### src/rtl/olDetPkg.sv
package olDetPkg;
  localparam int NUM_WIND = 2;

  // strobes from control to datapath, one lane per winding
  typedef struct packed {
    logic [NUM_WIND-1:0] runTimer;  // winding suspect this cycle
    logic [NUM_WIND-1:0] clrBit;    // sticky bit may be cleared
    logic                flush;     // unconditional wipe (sleep exit)
  } ctrlStrobes_t;
endpackage

### src/rtl/olCtrl.sv
module olCtrl
  import olDetPkg::*;
(
  input  logic                enable,
  input  logic [NUM_WIND-1:0] belowOl,
  input  logic [NUM_WIND-1:0] belowTrip,
  input  logic                clearFaults,
  input  logic                sleepResetPulse,
  input  logic                sleepExit,
  output ctrlStrobes_t        strb
);
  logic [NUM_WIND-1:0] rawCond;
  logic                clearReq;

  assign clearReq = clearFaults | sleepResetPulse;

  always_comb begin
    strb = '0;
    strb.flush = sleepExit;
    for (int i = 0; i < NUM_WIND; i++) begin
      rawCond[i]       = belowOl[i] & belowTrip[i];
      strb.runTimer[i] = enable & rawCond[i];
      // a requested clear is honoured only once the condition is gone
      strb.clrBit[i]   = sleepExit | (clearReq & ~rawCond[i]);
    end
  end
endmodule

### src/rtl/olDatapath.sv
module olDatapath
  import olDetPkg::*;
#(
  parameter int DETECT_CYCLES = 1000
) (
  input  logic                clk,
  input  logic                rstN,
  input  ctrlStrobes_t        strb,
  output logic [NUM_WIND-1:0] olBits
);
  localparam int CNT_W = $clog2(DETECT_CYCLES + 1);
  localparam logic [CNT_W-1:0] LIMIT = CNT_W'(DETECT_CYCLES);

  for (genvar w = 0; w < NUM_WIND; w++) begin : gWind
    logic [CNT_W-1:0] persistCnt;
    logic             hit;

    assign hit = strb.runTimer[w] && (persistCnt == LIMIT) && !strb.flush;

    always_ff @(posedge clk or negedge rstN) begin
      if (!rstN) begin
        persistCnt <= '0;
      end else if (strb.flush || !strb.runTimer[w]) begin
        persistCnt <= '0;
      end else if (persistCnt != LIMIT) begin
        persistCnt <= persistCnt + 1'b1;
      end
    end

    always_ff @(posedge clk or negedge rstN) begin
      if (!rstN) begin
        olBits[w] <= 1'b0;
      end else if (strb.flush) begin
        olBits[w] <= 1'b0;
      end else if (hit) begin
        olBits[w] <= 1'b1;
      end else if (strb.clrBit[w]) begin
        olBits[w] <= 1'b0;
      end
    end
  end
endmodule

### src/rtl/olDetTop.sv
module olDetTop
  import olDetPkg::*;
#(
  parameter int DETECT_CYCLES = 1000
) (
  input  logic clk,
  input  logic rstN,
  input  logic olEnable,
  input  logic aBelowOl,
  input  logic aBelowTrip,
  input  logic bBelowOl,
  input  logic bBelowTrip,
  input  logic clearFaults,
  input  logic sleepResetPulse,
  input  logic sleepExit,
  output logic olA,
  output logic olB,
  output logic olAny,
  output logic faultReq,
  output logic faultPinN
);
  ctrlStrobes_t        strb;
  logic [NUM_WIND-1:0] olBits;

  olCtrl uCtrl (
    .enable         (olEnable),
    .belowOl        ({bBelowOl, aBelowOl}),
    .belowTrip      ({bBelowTrip, aBelowTrip}),
    .clearFaults    (clearFaults),
    .sleepResetPulse(sleepResetPulse),
    .sleepExit      (sleepExit),
    .strb           (strb)
  );

  olDatapath #(.DETECT_CYCLES(DETECT_CYCLES)) uPath (
    .clk   (clk),
    .rstN  (rstN),
    .strb  (strb),
    .olBits(olBits)
  );

  assign olA       = olBits[0];
  assign olB       = olBits[1];
  assign olAny     = |olBits;
  assign faultReq  = |olBits;
  assign faultPinN = ~(|olBits);
endmodule

### config.mk
export PLATFORM = sky130hd
export DESIGN_NAME = olDetTop
export DESIGN_NICKNAME = d
export VERILOG_FILES = /design/src/rtl/olDetPkg.sv /design/src/rtl/olCtrl.sv /design/src/rtl/olDatapath.sv /design/src/rtl/olDetTop.sv
export SDC_FILE = /design/constraint.sdc
export NUM_CORES = 1
export LEC_CHECK = 0
export ABC_AREA = 1
export BUFFER_PORTS_ARGS = -buffer_cell sky130_fd_sc_hd__buf_2
export CORE_ASPECT_RATIO = 0.75
export CORE_MARGIN = 2
export CORE_UTILIZATION = 45
export CTS_CLUSTER_SIZE = 25
export DETAILED_ROUTE_END_ITERATION = 8
export PLACE_DENSITY_LB_ADDON = 0.08
export SLEW_MARGIN = 20
export SYNTH_ARGS = -nofsm -noshare
export SYNTH_HDL_FRONTEND = slang
export SYNTH_SLANG_ARGS = --single-unit
### constraint.sdc
create_clock -name clk -period 1.1 [get_ports clk]
set_input_delay 0.165 -clock clk [delete_from_list [all_inputs] [get_ports clk]]
set_output_delay 0.165 -clock clk [all_outputs]
set_load 0.02 [all_outputs]
## After elaboration in Yosys (flattened, before gate mapping)

Index checks and enable logic that the tools add are counted.

| cells by class | value |
|---|---|
| add/subtract/negate cells | 2 |
| eq/ne operators | 4 |
| mux-type cells | 10 |
| bitwise logic cells | 12 |
| reduce and logical (&&, ||, !) cells | 14 |

Operators with widths:

| kind | count |
|---|---|
| $mux 10 | 4 |
| $add 10x1->10 const B | 2 |
| $eq 10x10->1 const B | 2 |
| $ne 10x10->1 const B | 2 |
| $and 1x1->1 | 6 |
| $mux 1 | 6 |
| $reduce_bool 3->1 | 2 |
| $logic_and 1x1->1 | 4 |
| $reduce_bool 2->1 | 2 |
| $logic_not 1->1 | 3 |
| $not 1->1 | 3 |
| $or 1x1->1 | 3 |
| $logic_or 1x1->1 | 2 |
| $reduce_or 2->1 | 1 |

| storage, ports and cells | value |
|---|---|
| bits in registers | 22 |
| bits of input ports | 10 |
| logic and storage cells | 46 |

## Logic depth before layout (Yosys ltp)

Gate-level depths: netlist (run 1).

| logic depth | value |
|---|---|
| depth after elaboration | 7 |
| depth in mapped cells | 7 |
| gate-level depth less buffers | 7 |

## Modules after synthesis

From an unflattened synthesis (run 1), not the netlist that was laid out.

| unflattened totals | value |
|---|---|
| cell total of the unflattened synthesis | 197 |
| area total of the unflattened synthesis | 1363.8 um2 |

Modules (own cells, without submodules):

| module | times used | cells each | area an instance (um2) | sequential area each (um2) |
|---|---|---|---|---|
| olDatapath | 1 | 181 | 1293.7 | 550.5 |
| olCtrl | 1 | 11 | 47.5 | 0.0 |
| olDetTop | 1 | 5 | 22.5 | 0.0 |

## Worst setup path after synthesis (run 1)

OpenSTA, ideal clock, no wires.

| timing path | value |
|---|---|
| path kind | register to output |
| start point | register uPath.olBits[1] |
| end point | output port olAny |
| arrival time | 1.224 ns |
| required time | 0.935 ns |
| setup slack | -0.289 ns |
| stages on the path, launching flop included | 4 |
| path buffers | 1 |
| cell sequence | dfrtp_1 -> nor2_1 -> inv_1 -> buf_4 |

| on the way | value |
|---|---|
| longest elaborated chain between the ends | 1 |

RTL lines:

| element | RTL line | text |
|---|---|---|
| start, declared | olDatapath.sv:9 | `output logic [NUM_WIND-1:0] olBits` |
| start signal, assigned by index | olDatapath.sv:32 | `olBits[w] <= 1'b0;` |
| start signal, assigned by index | olDatapath.sv:34 | `olBits[w] <= 1'b0;` |
| start signal, assigned by index | olDatapath.sv:36 | `olBits[w] <= 1'b1;` |
| $reduce_or 2->1 | - |  |
| end, declared | olDetTop.sv:18 | `output logic olAny,` |

No other way between the ends.

## Worst setup path in the final report (run 1)

| timing path | value |
|---|---|
| start point | register uPath.gWind[0].persistCnt[0] |
| end point | register uPath.gWind[0].persistCnt[2] |

| on the way | value |
|---|---|
| longest elaborated chain between the ends | 3 |
| elaborated cells on any way between the ends | 5 |
| those cells by class | add/sub (1); eq/ne (1); mux (2); reduce/logical (1) |

RTL lines:

| element | RTL line | text |
|---|---|---|
| start, declared | olDatapath.sv:15 | `logic [CNT_W-1:0] persistCnt;` |
| start signal, assigned | olDatapath.sv:26 | `persistCnt <= persistCnt + 1'b1;` |
| $add 10x1->10 | olDatapath.sv:26 |  |
| $mux 10 | olDatapath.sv:25 | `end else if (persistCnt != LIMIT) begin` |
| $mux 10 | olDatapath.sv:23 | `end else if (strb.flush \|\| !strb.runTimer[w]) begin` |

Parallel ways exist; a longest one is shown, timed or not. The select of a mux whose other input is x is not followed.
A chain may end at the register's enable or synchronous reset.

==> impl_metrics.py, run 1 <==
metrics = {
    "timing": {
        "finalSetupViolations": 24,
        "worstMarginPinSlew_ns": 0.518,
        "timing.final.crit_share_pct": 111,
        "finClkSkew_ns": 0.0104,
        "finalHoldViolations": 0,
        "fin_ws_ns": -0.117,
        "rsz0062_at_grt": "true",
        "max_freq_ghz": 0.822,
        "holdWs_ns": 0.175,
        "slew_headroom_pct": 65.5,
        "fin_crit_ns": 1.22,
        "slew_violations": 0,
    },
    "setup_path": {
        "cp-start-kind": "register",
        "r2r-start": "uPath.gWind[0].persistCnt[0]",
        "crit_type": "register to register",
        "crit_chain": "inv_4, ha_4, nand2_4, nor2_4, nand3_4, and3_4",
        "slowest_delay_ns": 0.45,
        "cp_slowest_cell": "dfrtp_2",
        "worstPathRequired_ns": 1.26,
        "cp.arrival_ns": 1.38,
        "end_kind": "register",
        "worstPathMaxFanout": 4,
        "cp-startpoint": "uPath.gWind[0].persistCnt[0]",
    },
    "synth": {
        "synth_cells": 170,
        "synthTopCellsByArea": "dfrtp_1 (44%), nand2_1 (12%), nor2_1 (7.2%)",
        "ys_dominant_reg_cell": "dfrtp_1",
        "synth_edf_count": 0,
        "netlist.top_cell.by_area": "dfrtp_1",
        "synthTopCellsByCount": "nand2_1 (41), nor2_1 (24), inv_1 (23), dfrtp_1 (22), nand3_1 (17)",
        "synth_most_common_cell": "nand2_1",
        "ys_ff_latch": 22,
        "syn_nets": 184,
        "synthArstFlopShare_pct": 100,
        "ys_seq_area_share_pct": 44.3,
        "ys.warnings.count": 0,
        "synthesis.area_um2": 1240,
        "synth_top_area_share_pct": 44.3,
        "synth.avg_cell_area_um2": 7.32,
        "synth_cell_types": 20,
    },
    "run_status": {
        "status": "finished, violations left",
        "violations": "negative setup slack",
    },
    "layout": {
        "nets": 224,
        "multiInputGateArea_um2": 763,
        "stdcell_count": 245,
        "areaGrowthSynthToFinish_pct": 45.1,
        "seqCellArea_um2": 561,
        "antenna_cells": 0,
        "layout-drive-gt1-share_pct": 42.1,
        "fillerInstances": 223,
    },
    "route": {
        "drt-pass1-iter-count": 4,
        "antenna_left": 0,
        "initialDrtViolationCount": 64,
        "drc_errors": 0,
        "dr_total_vias": 1244,
        "viasPerCell": 5.08,
        "wl_per_cell_um": 13.0,
        "finalWirelength_mm": 3.19,
    },
    "power_and_ir_drop": {
        "p_per_area_nw_per_um2": 788,
        "vdd_drop_max_v": 0.000822,
        "p_leak_nw": 0.819,
    },
    "global_routing": {
        "overflow": 0,
        "antenna_found_initial": 0,
        "grt_pass1_wl_mm": 5.17,
        "grt_start_max_net_pins": 23,
        "track_usage_pct": 21.1,
        "grt_pass1_vias": 1101,
    },
    "clock_tree": {
        "clk_latency_ns": 0.26,
        "h-tree-depth": 1,
        "clock-sinks": 22,
        "path_clk_slew_ns": 0.09,
        "clock_path_buffers": 2,
        "cts_tree": "yes",
        "cts_buffers": 3,
        "root_buffer": "clkbuf_8",
    },
    "floorplan": {
        "coreArea_um2": 2620,
        "die_y_um": 49.5,
        "die_area_um2": 3200,
        "io_pins": 15,
        "rows": 16,
        "start_util_pct": 47.4,
        "dieWidth_um": 64.7,
    },
    "placed_design": {
        "io_buffers": 14,
        "globalplace.congestion": 0.889,
        "dp.cells": 232,
        "post-dp-hpwl_mm": 2.19,
    },
    "worst_hold_path": {
        "holdCritStartpoint": "sleepExit",
        "hp-class": "input pin to register",
    },
    "job": {
        "cap_violations": 0,
    },
}
[worst paths after layout]
| path | end | slack [ns] | depth (start not counted) |
|---|---|---|---|
| worst max-delay path | uPath.gWind[0].persistCnt[2] | -0.12 | 6 |
| worst min-delay path | uPath.olBits[1] | 0.18 | 4 |
| worst max register to register | uPath.gWind[0].persistCnt[2] | -0.12 | 6 |
| worst min register to register | uPath.gWind[0].persistCnt[7] | 0.55 | 2 |
| max in group asynchronous | uPath.gWind[1].persistCnt[5] | 0.31 | 2 |
| min in group asynchronous | uPath.gWind[0].persistCnt[2] | 0.39 | 2 |
[cells in the final DEF, fill, tap and decap left out, types with 3 or more instances in the layout]
cell and instances:
nand2_1 34, nor2_1 20, inv_1 16, dfrtp_1 14, nand3_1 13, buf_4 13
buf_6 12, buf_2 10, dfrtp_2 8, nand4_1 7, inv_2 6, o21ai_0 6
nor2_4 5, nand2_2 5, nor2_2 4, nand2_4 4, a21oi_1 4, a21oi_2 3
o21ai_2 3, nand3_2 3, ha_4 3, clkbuf_8 3
[stage by stage]
stage	util, %	worst slack, ns	instance area, µm²	setup TNS (ns)	total power [mW]
2_1_floorplan	-	-0.0384	1290	-0.191	0.852
3_5_place_dp	56.9	-0.123	1490	-1.32	0.900
6_report	68.8	-0.117	1800	-1.40	1.42
5_1_grt	68.8	-0.188	1800	-2.69	1.49
4_1_cts	64.5	-0.117	1690	-1.20	1.43
3_3_place_gp	56.9	-0.0925	1490	-0.577	0.896
[per-layer routing]
layer  track usage, %  vias up  wire, µm
met5                0        -         0
met4             3.55        0        34
met3             5.25        6       195
met2             31.8       41      1460
met1             31.1      572      1500
li1                 -      625         -
[registers in the layout, indices dropped and copies added, names as in the netlist]
| register | flops |
|---|---|
| uPath.olBits | 2 |
| uPath.gWind.persistCnt | 20 |
[final cells by class]
cell class | count | share of cell area [%]
timing repair buffer | 36 | 16.2
clock buffer | 4 | 2.50
multi-input combinational | 123 | 42.3
sequential | 22 | 31.1
inverter | 24 | 5.41
tap | 36 | 2.50
[critical path: cells and delay by family, from the launching register on]
kind,cells,cell delay [ns]
buffers and inverters,1,0.08
DFF,1,0.45
and+or+nand+nor,4,0.45
adders and majority gates,1,0.13
[cells by family after synthesis]
logic type	count (synthesis)	share of synthesized area (%)
fa+ha+maj	4	4.02
xor+xnor	1	0.704
flops	22	44.3
buf+inv	25	7.85
simple gates	100	35.8
compound gates	18	7.34
[report_power, final]
part           total (mW)  leakage, nW  internal [mW]  switching (mW)
logic              0.0858        0.502         0.0362          0.0496
registers           0.814        0.294          0.810         0.00351
clock network       0.523       0.0228          0.258           0.265
[timing repair]
| action | 4_1_cts | 5_1_grt |
|---|---|---|
| setup buffers | 6 | 3 |
| pin swaps | 13 | 13 |
| hold endpoints to repair | 22 | 0 |
| hold buffers | 1 | 0 |
| resized for setup | 34 | 28 |
| endpoints found under the setup margin | 22 | 26 |
Power figures use the tool's default switching activity.
==> run 2: changes to the inputs <==
Settings changed: CORE_MARGIN 2 to 10, SETUP_SLACK_MARGIN set to 0.5.
==> impl_metrics.py, run 2 (synthesis results as in run 1) <==
metrics = {
    "timing": {
        "fin_ws_ns": -0.130,
        "finalSetupViolations": 25,
        "worstMarginPinSlew_ns": 0.504,
        "fin_crit_ns": 1.23,
        "slew_violations": 0,
        "slew_headroom_pct": 66.4,
        "max_freq_ghz": 0.813,
        "rsz0062_at_grt": "true",
        "finalHoldViolations": 22,
        "finClkSkew_ns": 0.0128,
        "fin_setup_tns_ns": -1.47,
        "timing.final.crit_share_pct": 112,
        "holdWs_ns": -0.142,
    },
    "layout": {
        "multiInputGateArea_um2": 788,
        "seqCellArea_um2": 558,
        "stdcell_count": 247,
        "mostFrequentLayoutCell": "nand2_1",
        "largest_registers": "uPath.gWind.persistCnt (20), uPath.olBits (2)",
        "largest_register_ff_count": 20,
        "final_area_um2": 1840,
        "fillerInstances": 214,
        "antenna_cells": 0,
        "nets": 226,
        "areaGrowthSynthToFinish_pct": 48.3,
        "regMostFlops": "uPath.gWind.persistCnt",
        "final_cell_mix": "nand2_1 (33), nor2_1 (18), buf_4 (18)",
        "utilization_pct": 70.3,
        "layout-drive-gt1-share_pct": 46.0,
    },
    "global_routing": {
        "grt_pass1_vias": 1149,
        "overflow": 0,
        "track_usage_pct": 12.8,
        "grt_pass1_wl_mm": 5.48,
        "grt_start_max_net_pins": 23,
        "antenna_found_initial": 0,
    },
    "floorplan": {
        "start_util_pct": 47.4,
        "die_y_um": 65.5,
        "die_area_um2": 5290,
        "dieWidth_um": 80.7,
        "io_pins": 15,
        "rows": 16,
        "coreArea_um2": 2620,
    },
    "setup_path": {
        "crit_type": "register to register",
        "cp.arrival_ns": 1.39,
        "worstPathRequired_ns": 1.26,
        "end_kind": "register",
        "cp-start-kind": "register",
        "worstPathMaxFanout": 4,
        "rrSetupSlack_ns": -0.13,
        "reg2reg_depth": 6,
    },
    "route": {
        "finalWirelength_mm": 3.40,
        "initialDrtViolationCount": 129,
        "wl_per_cell_um": 13.8,
        "viasPerCell": 5.11,
        "dr_total_vias": 1261,
        "drc_errors": 0,
        "antenna_left": 0,
        "drt-pass1-iter-count": 4,
    },
    "placed_design": {
        "post-dp-hpwl_mm": 2.32,
        "globalplace.congestion": 0.901,
        "dp.cells": 233,
        "dpl-instance-area_um2": 1520,
        "dp_slack_ns": -0.132,
        "io_buffers": 14,
    },
    "run_status": {
        "violations": "negative hold slack, negative setup slack",
        "status": "finished, violations left",
    },
    "clock_tree": {
        "clock-sinks": 22,
        "cts_tree": "yes",
        "clock_path_buffers": 2,
        "root_buffer": "clkbuf_8",
        "path_clk_slew_ns": 0.08,
        "clk_latency_ns": 0.26,
        "h-tree-depth": 1,
        "cts_buffers": 3,
    },
    "worst_hold_path": {
        "hp-class": "input pin to async pin",
    },
    "power_and_ir_drop": {
        "p_leak_nw": 0.820,
        "p_per_area_nw_per_um2": 766,
        "vdd_drop_max_v": 0.000645,
        "power.total_mw": 1.41,
    },
    "job": {
        "cap_violations": 0,
    },
}
-- run 2: final cells by class --
class / instances / area share [%]
clock buffers: 4 / 2.44
inverters: 24 / 5.16
multi-input cells: 123 / 42.7
flip-flops and latches: 22 / 30.3
well taps: 36 / 2.44
repair buffers: 38 / 17.0
-- run 2: worst max-delay path, cell delays in order (launching register included) --
cell and delay, ns:
dfrtp_1 0.43, inv_2 0.12, ha_4 0.15, nand2_4 0.05
nor2_4 0.12, nand3_4 0.11, and3_1 0.16
-- run 2: final timing paths --
path,end,from
worst max-delay path,uPath.gWind[0].persistCnt[2],uPath.gWind[0].persistCnt[0]
max in group asynchronous,uPath.gWind[0].persistCnt[3],rstN
min in group clk,uPath.olBits[1],sleepExit
worst min-delay path,uPath.gWind[0].persistCnt[0],rstN
worst max register to register,uPath.gWind[0].persistCnt[2],uPath.gWind[0].persistCnt[0]
worst min register to register,uPath.gWind[0].persistCnt[7],uPath.gWind[0].persistCnt[7]
-- run 2: repair_timing --
item,CTS,global route
setup buffers,5,5
gates resized for setup,33,28
hold endpoints to repair,22,22
pin swaps,16,13
setup endpoints to repair,27,27
-- run 2: metal layers --
| metal | vias up | part of all wire, % | global-route usage (%) |
|---|---|---|---|
| met5 | - | 0 | 0 |
| met4 | 0 | 0.47 | 2.80 |
| met3 | 2 | 8.5 | 4.48 |
| met2 | 49 | 45 | 19.2 |
| met1 | 577 | 46 | 17.2 |
| li1 | 633 | - | - |
-- run 2: report_power, final --
| group | switching (mW) | total [mW] | internal (mW) |
|---|---|---|---|
| clock | 0.253 | 0.511 | 0.258 |
| combinational | 0.0505 | 0.0880 | 0.0374 |
| sequential | 0.00317 | 0.814 | 0.810 |
| total | 0.307 | 1.41 | 1.11 |
==> run 3: changes to the inputs <==
Settings changed: CORE_UTILIZATION 45 to 53, CTS_BUF_LIST set to sky130_fd_sc_hd__clkbuf_4 sky130_fd_sc_hd__clkbuf_8.
==> impl_metrics.py, run 3 (synthesis results as in run 1) <==
metrics = {
    "setup_path": {
        "cp-start-kind": "register",
        "end_kind": "register",
        "critPathTopFamily": "simple AND/OR/NAND/NOR gates",
        "crit_chain": "inv_2, ha_4, nand3_1, nand3b_1, nand3_1, inv_1",
        "cp.arrival_ns": 1.59,
        "r2r-start": "uPath.gWind[1].persistCnt[0]",
        "crit_type": "register to register",
        "slowest_delay_ns": 0.48,
        "worstPathMaxFanout": 4,
        "cp-startpoint": "uPath.gWind[1].persistCnt[0]",
        "worst-path-buf-inv": 2,
        "cpMostUsedCell": "nand3_1",
        "cp_slowest_cell": "dfrtp_2",
        "worstPathRequired_ns": 1.35,
    },
    "layout": {
        "layout-drive-gt1-share_pct": 50.5,
        "stdcell_count": 246,
        "fillerInstances": 111,
        "seqCellArea_um2": 559,
        "largest_register_ff_count": 20,
        "areaGrowthSynthToFinish_pct": 53.9,
        "nets": 227,
        "antenna_cells": 0,
        "regMostFlops": "uPath.gWind.persistCnt",
        "final_cell_mix": "nand2_1 (31), nor2_1 (19), buf_6 (17)",
        "mostFrequentLayoutCell": "nand2_1",
        "final_area_um2": 1910,
        "largest_registers": "uPath.gWind.persistCnt (20), uPath.olBits (2)",
        "multiInputGateArea_um2": 850,
    },
    "power_and_ir_drop": {
        "swShare_pct": 25.4,
        "p_per_area_nw_per_um2": 738,
        "seq_power_share_pct": 57.7,
        "p_leak_nw": 0.881,
        "clockPowerShare_pct": 35.5,
        "power.total_mw": 1.41,
        "comb_power_share_pct": 6.8,
        "internal-power_mw": 1.05,
        "vdd_drop_max_v": 0.000905,
        "switchingPower_uw": 359,
    },
    "route": {
        "initialDrtViolationCount": 129,
        "antenna_left": 0,
        "wl_met1_mm": 1.87,
        "wl_met2_mm": 2.10,
        "drt-pass1-iter-count": 4,
        "finalWirelength_mm": 4.40,
        "dr_total_vias": 1392,
        "wl_per_cell_um": 17.9,
        "routed.top_layer": "met4",
        "drc_errors": 0,
        "viasPerCell": 5.66,
        "met3_length_um": 267,
    },
    "clock_tree": {
        "clock_path_buffers": 2,
        "root_buffer": "clkbuf_4",
        "cts_tree": "yes",
        "cts_buffers": 3,
        "clk_latency_ns": 0.34,
        "path_clk_slew_ns": 0.14,
        "h-tree-depth": 1,
        "clock-sinks": 22,
    },
    "placed_design": {
        "dp.cells": 229,
        "post-dp-hpwl_mm": 2.36,
        "dpl-instance-area_um2": 1490,
        "globalplace.congestion": 0.847,
        "io_buffers": 14,
    },
    "floorplan": {
        "die_y_um": 62.0,
        "start_util_pct": 54.8,
        "io_pins": 15,
        "die_area_um2": 4700,
        "rows": 15,
        "coreArea_um2": 2270,
        "dieWidth_um": 75.9,
    },
    "timing": {
        "finalHoldViolations": 22,
        "slew_headroom_pct": 66.0,
        "fin_ws_ns": -0.240,
        "timing.final.crit_share_pct": 122,
        "finalSetupViolations": 26,
        "rsz0062_at_grt": "true",
        "holdWs_ns": -0.228,
        "slew_violations": 0,
        "fin_crit_ns": 1.34,
        "max_freq_ghz": 0.746,
        "finClkSkew_ns": 0.00406,
        "worstMarginPinSlew_ns": 0.511,
    },
    "global_routing": {
        "overflow": 0,
        "track_usage_pct": 16.8,
        "grt_pass1_wl_mm": 6.34,
        "grt_pass1_vias": 1346,
        "antenna_found_initial": 0,
        "grt_start_max_net_pins": 23,
    },
    "worst_hold_path": {
        "hp-class": "input pin to async pin",
    },
    "run_status": {
        "violations": "negative hold slack, negative setup slack",
        "status": "finished, violations left",
    },
    "job": {
        "cap_violations": 0,
    },
}
==> run 3: cell count changes in the layout (fill, tap and decap cells not counted), moves of 2 or more <==
cell	previous run	this run
buf_4	18	13
buf_6	10	17
clkbuf_4	0	3
clkbuf_8	3	1
inv_2	6	8
nand2_1	33	31
nand2_4	3	5
nor2_2	6	3
nor2_4	5	7
==> run 3: worst paths after layout <==
path	end	slack, ns	cells after the start
setup / recovery	uPath.gWind[1].persistCnt[2]	-0.24	6
hold / removal	uPath.gWind[1].persistCnt[7]	-0.23	1
setup reg to reg	uPath.gWind[1].persistCnt[2]	-0.24	6
hold reg to reg	uPath.gWind[0].persistCnt[5]	0.58	2
max in group asynchronous	uPath.gWind[1].persistCnt[5]	0.96	1
min in group clk	uPath.olBits[1]	0.12	4
==> run 3: repair_timing <==
item	in CTS	in global routing
setup buffers	7	6
endpoints found under the hold margin	22	22
gates resized for setup	49	32
endpoints found under the setup margin	27	27
pin swaps	25	23
==> run 3: layout make-up <==
type                       count  area share, %
multi-input combinational    123           44.4
sequential                    22           29.2
timing repair buffer          39           17.5
inverter                      24           4.84
tap                           34           2.22
clock buffer                   4           1.90
==> run 3: power by group through the flow <==
stage / combinational [mW] / clock, mW / sequential (mW)
after global routing: 0.104 / 0.525 / 0.815
final: 0.0965 / 0.501 / 0.814
after CTS: 0.0811 / 0.486 / 0.814
after detailed placement: 0.0713 / 0 / 0.829
after floorplan: 0.0234 / 0 / 0.829
after global placement: 0.0673 / 0 / 0.828
==> run 3: metal layers <==
metal | GRT usage, % | vias to the layer above
met5 | 0 | -
met4 | 5.65 | 0
met3 | 4.02 | 19
met2 | 29.3 | 68
met1 | 20.3 | 672
li1 | - | 633
==> run 3: metrics by stage <==
stage	setup slack (ns)	setup TNS, ns	utilization (%)	hold WS (ns)
global route	-0.308	-4.07	84.3	-0.207
detailed placement	-0.151	-0.983	65.7	0.168
global placement	-0.0980	-0.354	65.7	0.159
finish	-0.240	-2.83	84.3	-0.228
floorplan	-0.0371	-0.133	-	-0.131
CTS	-0.141	-1.46	76.9	-0.206
